<file path="config.mk">
export PLATFORM = sky130hd
export DESIGN_NAME = i2c_wiper_bank
export DESIGN_NICKNAME = d
export VERILOG_FILES = /design/src/rtl/i2c_wb_pkg.sv /design/src/rtl/i2c_line_sync.sv /design/src/rtl/i2c_bus_events.sv /design/src/rtl/wb_pwrup_guard.sv /design/src/rtl/wiper_regfile.sv /design/src/rtl/i2c_wiper_bank.sv
export SDC_FILE = /design/constraint.sdc
export NUM_CORES = 1
export LEC_CHECK = 0
export BUFFER_PORTS_ARGS = -buffer_cell sky130_fd_sc_hd__clkbuf_2
export CORE_ASPECT_RATIO = 1.25
export CORE_MARGIN = 4
export CORE_UTILIZATION = 56
export CTS_BUF_LIST = sky130_fd_sc_hd__clkbuf_4 sky130_fd_sc_hd__clkbuf_8
export CTS_CLUSTER_SIZE = 14
export DETAILED_ROUTE_END_ITERATION = 6
export PLACE_DENSITY = 0.81
export SETUP_SLACK_MARGIN = 0.2
export SLEW_MARGIN = 25
export SYNTH_ARGS = -nofsm -noshare
export SYNTH_HDL_FRONTEND = slang
export SYNTH_SLANG_ARGS = --single-unit
export TNS_END_PERCENT = 100
</file>
<file path="constraint.sdc">
create_clock -name clk -period 2.3 [get_ports clk]
set_clock_uncertainty 0.2 [all_clocks]
set_input_delay 0.23 -clock clk [delete_from_list [all_inputs] [get_ports clk]]
set_output_delay 0.23 -clock clk [all_outputs]
set_load 0.1 [all_outputs]
</file>
<file path="src/rtl/i2c_wb_pkg.sv">
package i2c_wb_pkg;

    localparam int BYTE_W = 8;

    typedef enum logic [3:0] {
        ST_IDLE,
        ST_ADDR,
        ST_ADDR_ACK,
        ST_PTR,
        ST_PTR_ACK,
        ST_WDATA,
        ST_WDATA_ACK,
        ST_RDATA,
        ST_RDATA_ACK,
        ST_IGNORE
    } bus_state_t;

endpackage

</file>
<file path="src/rtl/i2c_line_sync.sv">
// Multi-flop synchronizer for one bus line plus a one-cycle delayed copy
// used for edge detection.
module i2c_line_sync #(
    parameter int   STAGES  = 2,
    parameter logic IDLE_LV = 1'b1
) (
    input  logic clk,
    input  logic rst_n,
    input  logic line_i,
    output logic sync_o,
    output logic prev_o
);

    logic [STAGES-1:0] chain;

    always_ff @(posedge clk or negedge rst_n) begin
        if (!rst_n) begin
            chain  <= {STAGES{IDLE_LV}};
            prev_o <= IDLE_LV;
        end else begin
            chain  <= {chain[STAGES-2:0], line_i};
            prev_o <= chain[STAGES-1];
        end
    end

    assign sync_o = chain[STAGES-1];

endmodule

</file>
<file path="src/rtl/i2c_bus_events.sv">
// Decodes clock edges and START/STOP from synchronized line pairs.
module i2c_bus_events (
    input  logic scl_now,
    input  logic scl_old,
    input  logic sda_now,
    input  logic sda_old,
    output logic scl_rise,
    output logic scl_fall,
    output logic start_det,
    output logic stop_det
);

    logic scl_held_high;

    always_comb begin
        scl_held_high = scl_now & scl_old;
        scl_rise      = scl_now & ~scl_old;
        scl_fall      = ~scl_now & scl_old;
        start_det     = scl_held_high & sda_old & ~sda_now;
        stop_det      = scl_held_high & ~sda_old & sda_now;
    end

endmodule

</file>
<file path="src/rtl/wb_pwrup_guard.sv">
// Counts a fixed window after reset release; START is refused until done.
module wb_pwrup_guard #(
    parameter int CYCLES = 64
) (
    input  logic clk,
    input  logic rst_n,
    output logic done_o
);

    localparam int CNT_W = (CYCLES > 0) ? $clog2(CYCLES + 1) : 1;
    localparam logic [CNT_W-1:0] LIMIT = CNT_W'(CYCLES);

    logic [CNT_W-1:0] cnt;

    assign done_o = (cnt == LIMIT);

    always_ff @(posedge clk or negedge rst_n) begin
        if (!rst_n) begin
            cnt <= '0;
        end else if (!done_o) begin
            cnt <= cnt + 1'b1;
        end
    end

endmodule

</file>
<file path="src/rtl/wiper_regfile.sv">
// Bank of volatile tap-code registers with one write port and one read port.
module wiper_regfile #(
    parameter int NUM   = 4,
    parameter int W     = 8,
    parameter int INIT  = 128,
    parameter int IDX_W = 2
) (
    input  logic               clk,
    input  logic               rst_n,
    input  logic               wr_en,
    input  logic [IDX_W-1:0]   wr_idx,
    input  logic [W-1:0]       wr_data,
    input  logic [IDX_W-1:0]   rd_idx,
    output logic [W-1:0]       rd_data,
    output logic [NUM*W-1:0]   codes_o
);

    localparam logic [W-1:0] INIT_CODE = W'(INIT);

    logic [W-1:0] regs [NUM];

    for (genvar i = 0; i < NUM; i++) begin : g_wiper
        always_ff @(posedge clk or negedge rst_n) begin
            if (!rst_n) begin
                regs[i] <= INIT_CODE;
            end else if (wr_en && (wr_idx == IDX_W'(i))) begin
                regs[i] <= wr_data;
            end
        end
        assign codes_o[i*W +: W] = regs[i];
    end

    assign rd_data = regs[rd_idx];

endmodule

</file>
<file path="src/rtl/i2c_wiper_bank.sv">
// I2C slave holding four tap-code registers selected by a pointer byte.
module i2c_wiper_bank
    import i2c_wb_pkg::*;
#(
    parameter logic [6:0] DEV_ADDR     = 7'h28,
    parameter int         NUM_WIPERS   = 4,
    parameter int         WIPER_W      = 8,
    parameter int         RESET_CODE   = 128,
    parameter int         SYNC_STAGES  = 2,
    parameter int         PWRUP_CYCLES = 64
) (
    input  logic                          clk,
    input  logic                          rst_n,
    input  logic                          scl_i,
    input  logic                          sda_i,
    output logic                          sda_oe,
    output logic [NUM_WIPERS*WIPER_W-1:0] wiper_o
);

    localparam int IDX_W = (NUM_WIPERS > 1) ? $clog2(NUM_WIPERS) : 1;
    localparam logic [BYTE_W-1:0] PTR_LIMIT = BYTE_W'(NUM_WIPERS);
    localparam logic [3:0] LAST_BIT  = 4'd7;
    localparam logic [3:0] FULL_BYTE = 4'd8;

    // synchronized lines and bus events
    logic scl_s, scl_p, sda_s, sda_p;
    logic scl_rise, scl_fall, start_det, stop_det;
    logic pwr_done, start_ok;

    // control and datapath state
    bus_state_t        state, nstate;
    logic [BYTE_W-1:0] rx_sh, tx_sh;
    logic [3:0]        bit_cnt;
    logic              rd_mode;
    logic [IDX_W-1:0]  ptr;

    // decoded conditions
    logic              byte_done, addr_match, ptr_ok, tx_load;
    logic              wr_en;
    logic [WIPER_W-1:0] rd_data;
    logic [BYTE_W-1:0] rd_byte;
    logic              tx_msb_next;

    i2c_line_sync #(.STAGES(SYNC_STAGES), .IDLE_LV(1'b1)) u_scl_sync (
        .clk(clk), .rst_n(rst_n), .line_i(scl_i), .sync_o(scl_s), .prev_o(scl_p)
    );

    i2c_line_sync #(.STAGES(SYNC_STAGES), .IDLE_LV(1'b1)) u_sda_sync (
        .clk(clk), .rst_n(rst_n), .line_i(sda_i), .sync_o(sda_s), .prev_o(sda_p)
    );

    i2c_bus_events u_events (
        .scl_now(scl_s), .scl_old(scl_p), .sda_now(sda_s), .sda_old(sda_p),
        .scl_rise(scl_rise), .scl_fall(scl_fall),
        .start_det(start_det), .stop_det(stop_det)
    );

    wb_pwrup_guard #(.CYCLES(PWRUP_CYCLES)) u_guard (
        .clk(clk), .rst_n(rst_n), .done_o(pwr_done)
    );

    wiper_regfile #(
        .NUM(NUM_WIPERS), .W(WIPER_W), .INIT(RESET_CODE), .IDX_W(IDX_W)
    ) u_regs (
        .clk(clk), .rst_n(rst_n),
        .wr_en(wr_en), .wr_idx(ptr), .wr_data(rx_sh[WIPER_W-1:0]),
        .rd_idx(ptr), .rd_data(rd_data), .codes_o(wiper_o)
    );

    always_comb begin
        start_ok   = start_det & pwr_done;
        byte_done  = scl_fall && (bit_cnt == FULL_BYTE);
        addr_match = (rx_sh[BYTE_W-1:1] == DEV_ADDR);
        ptr_ok     = (rx_sh < PTR_LIMIT);
        rd_byte    = BYTE_W'(rd_data);
        wr_en      = (state == ST_WDATA_ACK) && scl_rise;
    end

    // next-state decision
    always_comb begin
        nstate = state;
        if (stop_det) begin
            nstate = ST_IDLE;
        end else if (start_ok) begin
            nstate = ST_ADDR;
        end else begin
            unique case (state)
                ST_IDLE:      nstate = ST_IDLE;
                ST_ADDR:      if (byte_done) nstate = addr_match ? ST_ADDR_ACK : ST_IGNORE;
                ST_ADDR_ACK:  if (scl_fall)  nstate = rd_mode ? ST_RDATA : ST_PTR;
                ST_PTR:       if (byte_done) nstate = ptr_ok ? ST_PTR_ACK : ST_IGNORE;
                ST_PTR_ACK:   if (scl_fall)  nstate = ST_WDATA;
                ST_WDATA:     if (byte_done) nstate = ST_WDATA_ACK;
                ST_WDATA_ACK: if (scl_fall)  nstate = ST_IGNORE;
                ST_RDATA:     if (scl_fall && (bit_cnt == LAST_BIT)) nstate = ST_RDATA_ACK;
                ST_RDATA_ACK: begin
                    if (scl_rise && sda_s) nstate = ST_IGNORE;
                    else if (scl_fall)     nstate = ST_RDATA;
                end
                ST_IGNORE:    nstate = ST_IGNORE;
                default:      nstate = ST_IDLE;
            endcase
        end
    end

    // state register
    always_ff @(posedge clk or negedge rst_n) begin
        if (!rst_n) begin
            state <= ST_IDLE;
        end else begin
            state <= nstate;
        end
    end

    assign tx_load = (nstate == ST_RDATA) && (state != ST_RDATA);

    // shift registers, bit counter, direction and pointer
    always_ff @(posedge clk or negedge rst_n) begin
        if (!rst_n) begin
            rx_sh   <= '0;
            tx_sh   <= '0;
            bit_cnt <= '0;
            rd_mode <= 1'b0;
            ptr     <= '0;
        end else if (start_ok || stop_det) begin
            bit_cnt <= '0;
        end else if (tx_load) begin
            tx_sh   <= rd_byte;
            bit_cnt <= '0;
        end else begin
            unique case (state)
                ST_ADDR, ST_PTR, ST_WDATA: begin
                    if (scl_rise) begin
                        rx_sh   <= {rx_sh[BYTE_W-2:0], sda_s};
                        bit_cnt <= bit_cnt + 1'b1;
                    end
                    if ((state == ST_ADDR) && byte_done) begin
                        rd_mode <= rx_sh[0];
                    end
                    if ((state == ST_PTR) && byte_done && ptr_ok) begin
                        ptr <= rx_sh[IDX_W-1:0];
                    end
                end
                ST_ADDR_ACK, ST_PTR_ACK, ST_WDATA_ACK, ST_RDATA_ACK: begin
                    if (scl_fall) bit_cnt <= '0;
                end
                ST_RDATA: begin
                    if (scl_fall) begin
                        tx_sh   <= {tx_sh[BYTE_W-2:0], 1'b0};
                        bit_cnt <= bit_cnt + 1'b1;
                    end
                end
                default: ;
            endcase
        end
    end

    // bit that will sit on SDA once the next state is in place
    always_comb begin
        if (tx_load)                           tx_msb_next = rd_byte[BYTE_W-1];
        else if (state == ST_RDATA && scl_fall) tx_msb_next = tx_sh[BYTE_W-2];
        else                                   tx_msb_next = tx_sh[BYTE_W-1];
    end

    // registered open-drain output, decided from the next state
    always_ff @(posedge clk or negedge rst_n) begin
        if (!rst_n) begin
            sda_oe <= 1'b0;
        end else begin
            unique case (nstate)
                ST_ADDR_ACK, ST_PTR_ACK, ST_WDATA_ACK: sda_oe <= 1'b1;
                ST_RDATA:                              sda_oe <= ~tx_msb_next;
                default:                               sda_oe <= 1'b0;
            endcase
        end
    end

endmodule

</file>
=== Word level (Yosys, flattened, before mapping) ===
Cells that the tools add are included.

* Add/sub/neg operators: 2
* $lt $le $gt $ge: 2
* Equality and inequality tests: 24
* Muxes and demuxes: 30
* Bitwise operators: 16
* Reductions and logical operators: 26

{| class="wikitable"
|+ Operators with widths
! operator !! number
|-
| $mux W4 || 18
|-
| $mux W8 || 5
|-
| $pmux W4 S9 || 1
|-
| $eq A4 B3 Y1 const B || 8
|-
| $bmux W8 S2 || 1
|-
| $reduce_and A4 Y1 || 4
|-
| $logic_and A1 B1 Y1 || 13
|-
| $eq A4 B2 Y1 const B || 3
|-
| $eq A4 B4 Y1 const B || 3
|-
| $ne A4 B4 Y1 const B || 3
|-
| $pmux W4 S3 || 1
|-
| $and A1 B1 Y1 || 8
|-
| $lt A8 B3 Y1 const B || 1
|-
| $add A7 B1 Y7 const B || 1
|-
| $eq A7 B6 Y1 const B || 1
|-
| $eq A7 B7 Y1 const B || 1
|-
| $not A1 Y1 || 7
|-
| $reduce_or A3 Y1 || 2
|-
| $reduce_bool A5 Y1 || 1
|-
| $add A4 B1 Y4 const B || 1
|-
| $eq A2 B2 Y1 const B || 2
|-
| $eq A4 B1 Y1 const B || 1
|-
| $ne A4 B3 Y1 const B || 1
|-
| $reduce_bool A2 Y1 || 2
|-
| 10 further kinds || 11
|}

* Bits in registers: 73
* Bits of input ports: 4
* Logic and storage cells: 116

=== Logic depth before layout (Yosys ltp) ===
* Depth in word-level cells: 12
* Gate-level depth with buffers: 9
* Gate-level depth less buffers: 8

=== Modules after synthesis ===
From an unflattened synthesis, not the netlist that was laid out.

* Cell total of the unflattened synthesis: 312
* Area total of the unflattened synthesis: 3724.8 µm²

{| class="wikitable"
|+ Modules (own cells, without submodules)
! module !! times used !! cells an instance !! area an instance (µm²) !! seq. area each (µm²)
|-
| i2c_wiper_bank || 1 || 197 || 1776.7 || 700.7
|-
| wiper_regfile || 1 || 78 || 1406.3 || 805.8
|-
| wb_pwrup_guard || 1 || 27 || 351.6 || 175.2
|-
| i2c_line_sync || 2 || 3 || 78.8 || 78.8
|-
| i2c_bus_events || 1 || 4 || 32.5 || 0.0
|}

=== Worst setup path after synthesis ===
No wires, ideal clock.

* Kind: register to register
* From: reg u_scl_sync.prev_o
* To: reg sda_oe
* Arrival: 1.785 ns
* Required time: 2.014 ns
* Path slack: 0.229 ns
* Stages on the path, launching flop included: 7
* Buffers on the path: 0
* Clock period less this slack: 2.071 ns
* Path through: dfstp_2 and2b_1 nand3_1 o311ai_1 o21ai_0 a221o_1 o221ai_2

* Cells in the longest elaborated chain, start to end: 12

{| class="wikitable"
|+ RTL lines
! element !! RTL line !! text
|-
| start: declaration || i2c_line_sync.sv:11 || <nowiki>output logic prev_o</nowiki>
|-
| start signal: assignment || i2c_line_sync.sv:22 || <nowiki>prev_o <= chain[STAGES-1];</nowiki>
|-
| $not A1 Y1 || i2c_bus_events.sv:17 || <nowiki>scl_rise = scl_now & ~scl_old;</nowiki>
|-
| $and A1 B1 Y1 || i2c_bus_events.sv:17 ||
|-
| $logic_and A1 B1 Y1 || i2c_wiper_bank.sv:97 || <nowiki>if (scl_rise && sda_s) nstate = ST_IGNORE;</nowiki>
|-
| $mux W4 || i2c_wiper_bank.sv:97 ||
|-
| $pmux W4 S9 || i2c_wiper_bank.sv:87 || <nowiki>unique case (state)</nowiki>
|-
| $mux W4 || i2c_wiper_bank.sv:84 || <nowiki>end else if (start_ok) begin</nowiki>
|-
| $mux W4 || i2c_wiper_bank.sv:82 || <nowiki>if (stop_det) begin</nowiki>
|-
| $eq A4 B3 Y1 || i2c_wiper_bank.sv:115, i2c_wiper_bank.sv:170 ||
|-
| $logic_and A1 B1 Y1 || i2c_wiper_bank.sv:115 || <nowiki>assign tx_load = (nstate == ST_RDATA) && (state != ST_RDATA);</nowiki>
|-
| $mux W1 || i2c_wiper_bank.sv:160 || <nowiki>if (tx_load) tx_msb_next = rd_byte[BYTE_W-1];</nowiki>
|-
| $not A1 Y1 || i2c_wiper_bank.sv:172 || <nowiki>ST_RDATA: sda_oe <= ~tx_msb_next;</nowiki>
|-
| $pmux W1 S2 * || i2c_wiper_bank.sv:170 || <nowiki>unique case (nstate)</nowiki>
|-
| end signal: assignment || i2c_wiper_bank.sv:172 ||
|-
| end: declaration || i2c_wiper_bank.sv:16 || <nowiki>output logic sda_oe,</nowiki>
|}

Every way passes the cells marked *; elsewhere a longest branch is shown, timed or not.
A chain may end at the register's enable or synchronous reset.

=== Worst setup path in the final report ===
Same ends and word-level chain as after synthesis.

==> qor.yml <==
outcome: "complete, no violations"
hp-class: "reg -> reg"
vdd_ir_drop_max_mv: 0.466
ys_seq_elements: 73
seq_area_frac_synth_pct: 51.9
crit_family: "compound AO/OA/AOI/OAI gates"
cp-start-kind: "register"
synthesis.area_sq_um: 3540
grtUsageTotal_pct: 21.8
path_clk_slew_ns: 0.08
placementRows: 32
rsz0062_at_grt: "true"
die_h_um: 96.9
grt_pass1_vias: 2651
ys_types: 53
stdcell_area_sq_um: 4490
ant_nets: 0
die_w_um: 79.1
cts_buffer_depth: 2
clk_latency_ns: 0.34
cts_max_level: 3
hold_viol: 0
yosysWarnings: 0
cp_slowest_stage_delay_ns: 0.60
numCtsBuffers: 9
io_buffers: 36
finalCriticalPeriod_ns: 2.23
slowest_stage: "dfstp_2"
areaGrowthSynthToFinish_pct: 26.8
busiest_layer: "met2"
powerDensity_nw_per_um2: 535
wl_per_cell_um: 17.9
crit_type: "reg -> reg"
use_met2_pct: 32.9
io_pins: 37
setup_viol: 0
dieArea_sq_um: 7670
crit_buf_inv: 0
grt_pass1_wl_um: 13100
synth.top_cell.area_share_pct: 44.5
synth.avg_cell_area_sq_um: 12.2
synthTopCellsByArea: "dfrtp_1 44%, mux2_2 14%, dfstp_2 7.4%"
synth-edff-count: 0
n_antenna_cell: 0
postRouteWirelength_um: 8130
finalMaxSlewViolations: 0
cts_tree: "yes"
critPathCaptureType: "register"
coreArea_sq_um: 6170
firstDrtPassIters: 5
dr.first_iter.drc_count: 189
ys.flop_type: "dfrtp_1"
initial_utilization_pct: 57.5
drive_gt1_share_pct: 52.8
synthArstFlopShare_pct: 100
placed_area_sq_um: 3960
syn_nets: 298
period_share_pct: 96.8
syn_inst: 290
slew-limit-headroom_pct: 52.3
worst_pin_slew_ns: 0.715
final_cell_mix: "59 x dfrtp_1, 43 x mux2_2, 36 x clkbuf_2"
grt_max_degree: 74
cts.sinks: 73
antenna_found_initial: 0
globalplace.congestion: 0.861
cp_data_required_time_ns: 2.37
drc: 0
crit_chain: "nand2b_1 > o311ai_0 > o211ai_1 > a221o_1 > o221ai_2"
mostFrequentLayoutCell: "dfrtp_1"
worst-endpoint-arrival_ns: 2.29
cap_violations: 0
grt-ovfl-total: 0
yosysTopAreaCell: "dfrtp_1"
whs_ns: 0.159
grt.met1_usage_pct: 30.5
worstPathMaxFanout: 8
use_met3_pct: 4.66
p_leak_nw: 2.06
vias_per_cell: 5.78
vias: 2625
fin_nets: 372
hpwlAfterDp_um: 5310
tns_ns: 0
fmax_ghz: 0.449
root_buffer: "clkbuf_8"
==> synth_stat cells (2+ instances only) <==
| master | count |
|---|---|
| buf_2 | 6 |
| dfrtp_1 | 63 |
| nand2_1 | 15 |
| xnor2_1 | 5 |
| clkbuf_1 | 5 |
| or3b_2 | 2 |
| ha_1 | 4 |
| a311oi_1 | 2 |
| nand2b_1 | 4 |
| nor4_1 | 2 |
| o21ai_0 | 9 |
| a21oi_1 | 17 |
| nor2_1 | 21 |
| nand3_1 | 7 |
| mux2i_1 | 8 |
| or4b_1 | 2 |
| dfstp_2 | 10 |
| mux2_2 | 43 |
| nor2b_1 | 2 |
| nor4_2 | 2 |
| nand3b_1 | 7 |
| or3_1 | 4 |
| nor3_1 | 5 |
| inv_1 | 9 |
| mux4_2 | 8 |
==> power by group <==
group | internal [mW] | total (mW) | switching [mW] | leakage, nW
Sequential | 1.29 | 1.30 | 0.00682 | 0.964
Combinational | 0.0177 | 0.0560 | 0.0383 | 0.998
Clock | 0.551 | 1.05 | 0.496 | 0.100
Total | 1.86 | 2.40 | 0.542 | 2.06
==> metrics by stage <==
step | util (%) | power [mW] | cells | worst slack (ns)
after CTS | 69.0 | 2.41 | 442 | 0.179
after floorplan | - | 1.33 | 290 | 0.229
after global placement | 64.2 | 1.37 | 420 | 0.105
final | 72.9 | 2.40 | 454 | 0.0726
after detailed placement | 64.2 | 1.37 | 420 | 0.0609
after global routing | 72.9 | 2.48 | 454 | -0.0597
==> kinds of logic after synthesis <==
family                   share of synthesized area, %
multiplexers                                     21.0
buffers and inverters                            2.54
AO/OA/AOI/OAI                                    7.45
AND/OR/NAND/NOR                                  14.2
XOR/XNOR                                         1.48
flip-flops                                       51.9
adder cells (fa/ha/maj)                          1.41
==> cell type report <==
cell class	instances	area (sq um)
inverters	9	33.8
fillers	416	1670
well taps	85	106
clock inverters	5	62.6
multi-input cells	196	1790
repair buffers	75	507
clock buffers	11	145
flip-flops and latches	73	1840
==> repair_timing <==
action / in CTS / in global routing
endpoints found under the setup margin: 23 / 24
gates resized for setup: 11 / 35
hold endpoints to repair: 65 / 0
hold buffers: 3 / 0
buffers inserted: 3 / 12
pin swaps: 2 / 14
==> state kept, by name, indices dropped and copies added (netlist names), 2 cells and up <==
signal,count
rx_sh,8
state,4
u_sda_sync.chain,2
u_regs.codes_o,32
u_guard.cnt,7
ptr,2
u_scl_sync.chain,2
bit_cnt,4
tx_sh,8
==> path summary, 6_finish.rpt <==
path | startpoint | to | slack, ns | depth (start not counted)
max | u_scl_sync.prev_o | sda_oe | 0.07 | 5
max in group asynchronous | rst_n | u_regs.codes_o[15] | 1.32 | 3
min in group asynchronous | rst_n | bit_cnt[3] | 0.23 | 3
max reg2reg | u_scl_sync.prev_o | sda_oe | 0.07 | 5
min reg2reg | u_scl_sync.chain[0] | u_scl_sync.chain[1] | 0.16 | 0
min | u_scl_sync.chain[0] | u_scl_sync.chain[1] | 0.16 | 0
==> worst register-to-register path, cell delays in order (launching register included) <==
cell and delay, ns:
dfstp_2 0.60, nand2b_1 0.15, o311ai_0 0.49, o211ai_1 0.23, a221o_1 0.32, o221ai_2 0.16
==> layer usage <==
metal / up-vias / part of all wire, %
met4: 0 / 2.4
met3: 21 / 4.2
met1: 1317 / 43
met2: 82 / 50
li1: 1205 / -
met5: - / 0
Power figures use the tool's default switching activity.
